### src/rtl/rtg_pkg.sv
package rtg_pkg;
  localparam int CW = 12;
  localparam int AW = 4;
  localparam int NPH = 4;
  localparam int IRQ_BIT = 2;

  typedef enum logic [1:0] {
    PH_SYNC  = 2'd0,
    PH_BACK  = 2'd1,
    PH_ACT   = 2'd2,
    PH_FRONT = 2'd3
  } phase_e;

  localparam logic [AW-1:0] A_CTRL  = 4'd0;
  localparam logic [AW-1:0] A_POL   = 4'd1;
  localparam logic [AW-1:0] A_HBASE = 4'd2;
  localparam logic [AW-1:0] A_VBASE = 4'd6;
  localparam logic [AW-1:0] A_MASK  = 4'd10;
  localparam logic [AW-1:0] A_CLR   = 4'd11;
endpackage

### src/rtl/rtg_regs.sv
module rtg_regs
  import rtg_pkg::*;
(
  input  logic                    clk_i,
  input  logic                    rst_ni,
  input  logic                    we_i,
  input  logic [AW-1:0]           addr_i,
  input  logic [CW-1:0]           wdata_i,
  input  logic                    load_i,
  output logic                    en_o,
  output logic [2:0]              pol_o,
  output logic [NPH-1:0][CW-1:0]  h_len_o,
  output logic [NPH-1:0][CW-1:0]  v_len_o,
  output logic                    mask_o,
  output logic                    clr_o
);
  logic [NPH-1:0][CW-1:0] pend_h, pend_v;
  logic [2:0]             pend_pol;

  always_ff @(posedge clk_i or negedge rst_ni) begin
    if (!rst_ni) begin
      pend_h   <= '0;
      pend_v   <= '0;
      pend_pol <= '0;
      en_o     <= 1'b0;
      mask_o   <= 1'b0;
    end else if (we_i) begin
      for (int i = 0; i < NPH; i++) begin
        if (addr_i == A_HBASE + AW'(i)) pend_h[i] <= wdata_i;
        if (addr_i == A_VBASE + AW'(i)) pend_v[i] <= wdata_i;
      end
      if (addr_i == A_POL)  pend_pol <= wdata_i[2:0];
      if (addr_i == A_CTRL) en_o     <= wdata_i[0];
      if (addr_i == A_MASK) mask_o   <= wdata_i[IRQ_BIT];
    end
  end

  // working copy, refreshed only at frame boundary or while idle
  always_ff @(posedge clk_i or negedge rst_ni) begin
    if (!rst_ni) begin
      h_len_o <= '0;
      v_len_o <= '0;
      pol_o   <= '0;
    end else if (load_i) begin
      h_len_o <= pend_h;
      v_len_o <= pend_v;
      pol_o   <= pend_pol;
    end
  end

  assign clr_o = we_i && (addr_i == A_CLR) && wdata_i[IRQ_BIT];
endmodule

### src/rtl/rtg_axis.sv
module rtg_axis
  import rtg_pkg::*;
(
  input  logic                   clk_i,
  input  logic                   rst_ni,
  input  logic                   run_i,
  input  logic                   step_i,
  input  logic [NPH-1:0][CW-1:0] len_i,
  output phase_e                 phase_o,
  output logic [CW-1:0]          cnt_o,
  output logic                   wrap_o
);
  logic last;
  assign last   = (cnt_o == len_i[phase_o]);
  assign wrap_o = run_i && step_i && last && (phase_o == PH_FRONT);

  always_ff @(posedge clk_i or negedge rst_ni) begin
    if (!rst_ni) begin
      phase_o <= PH_SYNC;
      cnt_o   <= '0;
    end else if (!run_i) begin
      phase_o <= PH_SYNC;
      cnt_o   <= '0;
    end else if (step_i) begin
      if (last) begin
        cnt_o   <= '0;
        phase_o <= phase_e'(phase_o + 2'd1);
      end else begin
        cnt_o <= cnt_o + 1'b1;
      end
    end
  end
endmodule

### src/rtl/rtg_irq.sv
module rtg_irq (
  input  logic clk_i,
  input  logic rst_ni,
  input  logic set_i,
  input  logic clr_i,
  input  logic mask_i,
  output logic flag_o,
  output logic irq_o
);
  always_ff @(posedge clk_i or negedge rst_ni) begin
    if (!rst_ni)     flag_o <= 1'b0;
    else if (set_i)  flag_o <= 1'b1;
    else if (clr_i)  flag_o <= 1'b0;
  end

  assign irq_o = flag_o && mask_i;
endmodule

### src/rtl/rtg_top.sv
module rtg_top
  import rtg_pkg::*;
(
  input  logic          clk_i,
  input  logic          rst_ni,
  input  logic          cfg_we_i,
  input  logic [3:0]    cfg_addr_i,
  input  logic [11:0]   cfg_wdata_i,
  output logic          hsync_o,
  output logic          vsync_o,
  output logic          de_o,
  output logic          in_win_o,
  output logic [11:0]   px_x_o,
  output logic [11:0]   px_y_o,
  output logic [3:0]    int_stat_o,
  output logic          irq_o
);
  logic                   en, mask, clr, flag, load;
  logic [2:0]             pol;
  logic [NPH-1:0][CW-1:0] h_len, v_len;
  phase_e                 h_ph, v_ph;
  logic [CW-1:0]          h_cnt, v_cnt;
  logic                   h_wrap, frame_end;
  logic                   hs_act, vs_act;

  assign load = !en || frame_end;

  rtg_regs u_regs (
    .clk_i, .rst_ni,
    .we_i(cfg_we_i), .addr_i(cfg_addr_i), .wdata_i(cfg_wdata_i),
    .load_i(load), .en_o(en), .pol_o(pol),
    .h_len_o(h_len), .v_len_o(v_len), .mask_o(mask), .clr_o(clr)
  );

  rtg_axis u_h (
    .clk_i, .rst_ni, .run_i(en), .step_i(1'b1), .len_i(h_len),
    .phase_o(h_ph), .cnt_o(h_cnt), .wrap_o(h_wrap)
  );

  rtg_axis u_v (
    .clk_i, .rst_ni, .run_i(en), .step_i(h_wrap), .len_i(v_len),
    .phase_o(v_ph), .cnt_o(v_cnt), .wrap_o(frame_end)
  );

  rtg_irq u_irq (
    .clk_i, .rst_ni, .set_i(frame_end), .clr_i(clr), .mask_i(mask),
    .flag_o(flag), .irq_o(irq_o)
  );

  assign in_win_o = en && (h_ph == PH_ACT) && (v_ph == PH_ACT);
  assign hs_act   = en && (h_ph == PH_SYNC);
  assign vs_act   = en && (v_ph == PH_SYNC);

  // set polarity bit = active-high
  assign vsync_o = ~(vs_act ^ pol[0]);
  assign hsync_o = ~(hs_act ^ pol[1]);
  assign de_o    = ~(in_win_o ^ pol[2]);

  assign px_x_o = in_win_o ? h_cnt : '0;
  assign px_y_o = in_win_o ? v_cnt : '0;

  assign int_stat_o = {1'b0, flag, 2'b00};
endmodule

### config.mk
export PLATFORM = sky130hd
export DESIGN_NAME = rtg_top
export DESIGN_NICKNAME = d
export VERILOG_FILES = /design/src/rtl/rtg_pkg.sv /design/src/rtl/rtg_regs.sv /design/src/rtl/rtg_axis.sv /design/src/rtl/rtg_irq.sv /design/src/rtl/rtg_top.sv
export SDC_FILE = /design/constraint.sdc
export NUM_CORES = 1
export LEC_CHECK = 0
export BUFFER_PORTS_ARGS = -buffer_cell sky130_fd_sc_hd__buf_2
export CORE_MARGIN = 5
export CORE_UTILIZATION = 37
export CTS_CLUSTER_DIAMETER = 150
export CTS_CLUSTER_SIZE = 20
export DETAILED_ROUTE_END_ITERATION = 10
export PLACE_DENSITY_LB_ADDON = 0.2
export SLEW_MARGIN = 5
export SYNTH_ARGS = -nofsm -noshare
export SYNTH_HDL_FRONTEND = slang
export SYNTH_SLANG_ARGS = --single-unit
### constraint.sdc
create_clock -name clk_i -period 4.8 [get_ports clk_i]
set_input_delay 0.48 -clock clk_i [delete_from_list [all_inputs] [get_ports clk_i]]
set_output_delay 0.48 -clock clk_i [all_outputs]
set_load 0.02 [all_outputs]
==> out/summary.log <==
[power_and_ir_drop] switching power summed over all nets 1.438 mW
[yosys] Seq cells post-synth 229
[cts] buffers from clock root to sink, at most 3
[cells_and_area] top library cells by usage in the layout, fill and taps aside 229 x sky130_fd_sc_hd__dfrtp_1, 189 x sky130_fd_sc_hd__mux2_2, 47 x sky130_fd_sc_hd__buf_2
[route] Vias 5724
[power_and_ir_drop] Comb power frac 23.4%
[cells_and_area] Final Net Count 774
[cts] TritonCTS clock tree done
[route] DRC violation count after routing 0
[power_and_ir_drop] portion of total power attributed to sequential cells 53.7%
[power_and_ir_drop] worst-case vdd ir drop 0.0001909 V
[yosys] main combinational cell family by area after synthesis multiplexers
[cells_and_area] area growth from synthesis to layout 9.418%
[timing] number of pins exceeding their max-slew limit in the final report 0
[yosys] post-synthesis mux area share 27.66%
[yosys] asr flop ratio synth 100.0%
[yosys] complex-gate fraction of the synthesized area 2.265%
[placement] post-place setup slack 1.203 ns
[setup_path] minimum setup slack among reg-to-reg paths 1.21 ns
[cts] CTS H-tree lvls 1
[placement] cell area after placement 10730 sq um
[yosys] dominant register cell in the synthesized netlist sky130_fd_sc_hd__dfrtp_1
[timing] setup repair after global routing missed its margin no
[timing] Max Clock Skew 0.01380 ns
[yosys] post-synthesis cell type count 42
[cells_and_area] most common cell after layout, fill and taps aside sky130_fd_sc_hd__dfrtp_1
[route] Routed WL 21.60 mm
[timing] Final min period 3.591 ns
[cells_and_area] final core area utilization 41.15%
[cts] TritonCTS Buffers 15
[timing] worst-case setup margin in the final layout 1.209 ns
[setup_path] Crit. End Element flop
[placement] quantity of I/O buffers inserted on ports 48
[yosys] Syn Area/Cell 14.18 sq um
[global_routing] global-route wire length before repair 35.51 mm
[floorplanning] count of standard-cell rows 60
[timing] Fmax achieved 278.4 MHz
[timing] worst-margin pin slew 1.021 ns
[setup_path] delay of the slowest critical-path stage 1.02 ns
[yosys] Adder-Cell Fraction of Synth Area 0.9849%
[cells_and_area] post-route cell area 11120 sq um
[outcome] status complete, no violations
[route] number of search-and-repair iterations in the first detailed-routing pass 4
[cts] clock latency on the worst-skew pair 0.47 ns
[floorplanning] initial core utilization 37.61%
[power_and_ir_drop] part of the total power dissipated in the clock network 22.9%
[placement] dpl hpwl 13.92 mm
[yosys] Ys Warns 0
[cts] total of cells resized after clock tree synthesis 0
[route] average wire per cell in the routed design 19.85 um
[setup_path] cell-by-cell listing of the critical path mux4_2 -> xnor2_1 -> nand4_1 -> nor3_2 -> buf_4 -> a41oi_4 -> buf_12 -> mux2_2
[timing] final hold violation count 0
[yosys] number of instances in the synthesized netlist 717
[timing] Total Neg Setup Slack 0 ns
[route] vias per std cell 5.261
[power_and_ir_drop] switching power share of the total 27.59%
[yosys] number of enable flip-flop cells after synthesis 0
[power_and_ir_drop] power density over the cells 468.8 nW/um^2
[power_and_ir_drop] Overall Power 5.213 mW
[cts] cell at the root of the clock tree sky130_fd_sc_hd__clkbuf_16
[global_routing] pin count of the biggest net entering global routing 127
[cells_and_area] layout cells sized above 1 39.95%
[global_routing] via count of the first global-routing pass 6180
[power_and_ir_drop] static leakage power 4.869 nW
[yosys] area share of xor/xnor cells in the synthesized design 3.275%
[floorplanning] Ports 52
[cts] clock-pin slew on the worst setup and hold paths 0.09 ns
[cts] post-CTS setup-driven buffer insertion count 0
[yosys] Post-Synthesis Cell Area 10160 sq um
[timing] final setup violation count 0
[route] Iter 0 DRT Violations 340
[setup_path] category of the critical setup timing path reg -> reg
[setup_path] required time of the critical path 5.16 ns
[global_routing] overflow left after global routing 0
[setup_path] CP Max Fanout 99
[floorplanning] horizontal die dimension 175.7 um
[yosys] portion of the post-synthesis area used by sequential elements 56.38%
[timing] headroom to the max-slew limit 31.93%
[route] remaining antenna violation count after routing 0
[job] count of maximum capacitance violations 0
[setup_path] Arrival @ worst endpoint 3.95 ns
[setup_path] category of the worst setup path launch point flop
[yosys] post-synthesis share of cell area spent on and, or, nand and nor gates 6.919%
[floorplanning] area of the die 30880 sq um
[min_path] Min-Delay Path Class in -> async
[setup_path] master of the slowest instance on the critical path sky130_fd_sc_hd__dfrtp_1
[cts] count of hold-fix buffers inserted at cts 0
[floorplanning] core area 27030 sq um
[timing] ratio of final minimum period to clock period 74.82%
[global_routing] number of antenna violations at the first check in global routing 0
[cts] Clock Sinks 229
[placement] global placer's final weighted congestion 0.7744
[global_routing] overall track demand over capacity in global routing 14.35%
[floorplanning] height of the die 175.7 um
[power_and_ir_drop] Int Power 3.774 mW
final cells by class:
type | count | area [sq um]
fillers | 2437 | 15910
repair buffers | 56 | 335.3
diodes | 1 | 2.502
flip-flops and latches | 229 | 5731
clock buffers | 15 | 375.4
clock inverters | 1 | 16.27
multi-input cells | 435 | 4197
inverters | 10 | 37.54
well taps | 341 | 426.7
power by group through the flow:
stage	logic [mW]	registers [mW]	clock network (mW)
6_report	1.22	2.80	1.19
3_3_place_gp	1.19	2.81	0
2_1_floorplan	1.01	2.72	0
4_1_cts	1.25	2.81	1.24
5_1_grt	1.34	2.88	1.31
3_5_place_dp	1.24	2.85	0
synth_stat cells (10+ instances only):
cell type                  instances  area [sq um]
sky130_fd_sc_hd__dfrtp_1         229          5731
sky130_fd_sc_hd__mux2_2          189          2128
sky130_fd_sc_hd__xnor2_1          29         254.0
sky130_fd_sc_hd__and2_1           25         156.4
sky130_fd_sc_hd__clkbuf_1         24         90.09
sky130_fd_sc_hd__mux4_2           24         540.5
sky130_fd_sc_hd__nand2_1          24         90.09
sky130_fd_sc_hd__nor2_1           23         86.33
sky130_fd_sc_hd__nand3_1          19         95.09
sky130_fd_sc_hd__mux2_1           10         112.6
metrics by stage:
stage | hold slack (ns) | std cells
after floorplan | 0.1844 | 719
after global placement | 0.4624 | 1071
after detailed placement | 0.4719 | 1071
after CTS | 0.1399 | 1087
after global routing | 0.1719 | 1087
final | 0.08988 | 1088
worst max-delay path: cells and delay by family (launching register included):
family	cells	cell delay (ns)
muxes	2	1.08
DFF	1	1.02
buffers and inverters	2	0.63
AOI/OAI and AO/OA	1	0.25
xor gates and xnor gates	1	0.17
and+or+nand+nor	2	0.16
flip-flops by register name, indices dropped and copies added (netlist names):
signal           count
u_h.cnt_o           12
u_h.phase_o          2
u_irq.flag_o         1
u_regs.en_o          1
u_regs.h_len_o      48
u_regs.mask_o        1
u_regs.pend_h       48
u_regs.pend_pol      3
u_regs.pend_v       48
u_regs.pol_o         3
u_regs.v_len_o      48
u_v.cnt_o           12
u_v.phase_o          2
metal layers:
metal / vias up / part of all wire, % / global-route usage [%]
met5: - / 0 / 0
met4: 0 / 1.5 / 2.956
met3: 25 / 4.8 / 2.647
met2: 102 / 47 / 23.44
met1: 3011 / 47 / 20.19
li1: 2586 / - / -
worst paths after layout:
| kind | end | start | cells past startpoint |
|---|---|---|---|
| min | u_regs.h_len_o[11] | rst_ni | 1 |
| max | u_regs.v_len_o[8] | u_v.phase_o[0] | 8 |
| min reg2reg | u_regs.h_len_o[5] | u_regs.pend_h[5] | 1 |
| max in group asynchronous | u_regs.v_len_o[16] | rst_ni | 2 |
| max reg2reg | u_regs.v_len_o[8] | u_v.phase_o[0] | 8 |
| min in group clk_i | u_regs.pend_v[42] | cfg_wdata_i[6] | 2 |
logic make-up (layout without fill, tap and decap cells):
family,Yosys count,in the layout
other,1,4
XOR/XNOR,38,38
buffers and inverters,55,82
multiplexers,226,226
AO/OA/AOI/OAI,28,28
AND/OR/NAND/NOR,132,132
flip-flops,229,229
adder cells (fa/ha/maj),8,8
Power figures use the tool's default switching activity.
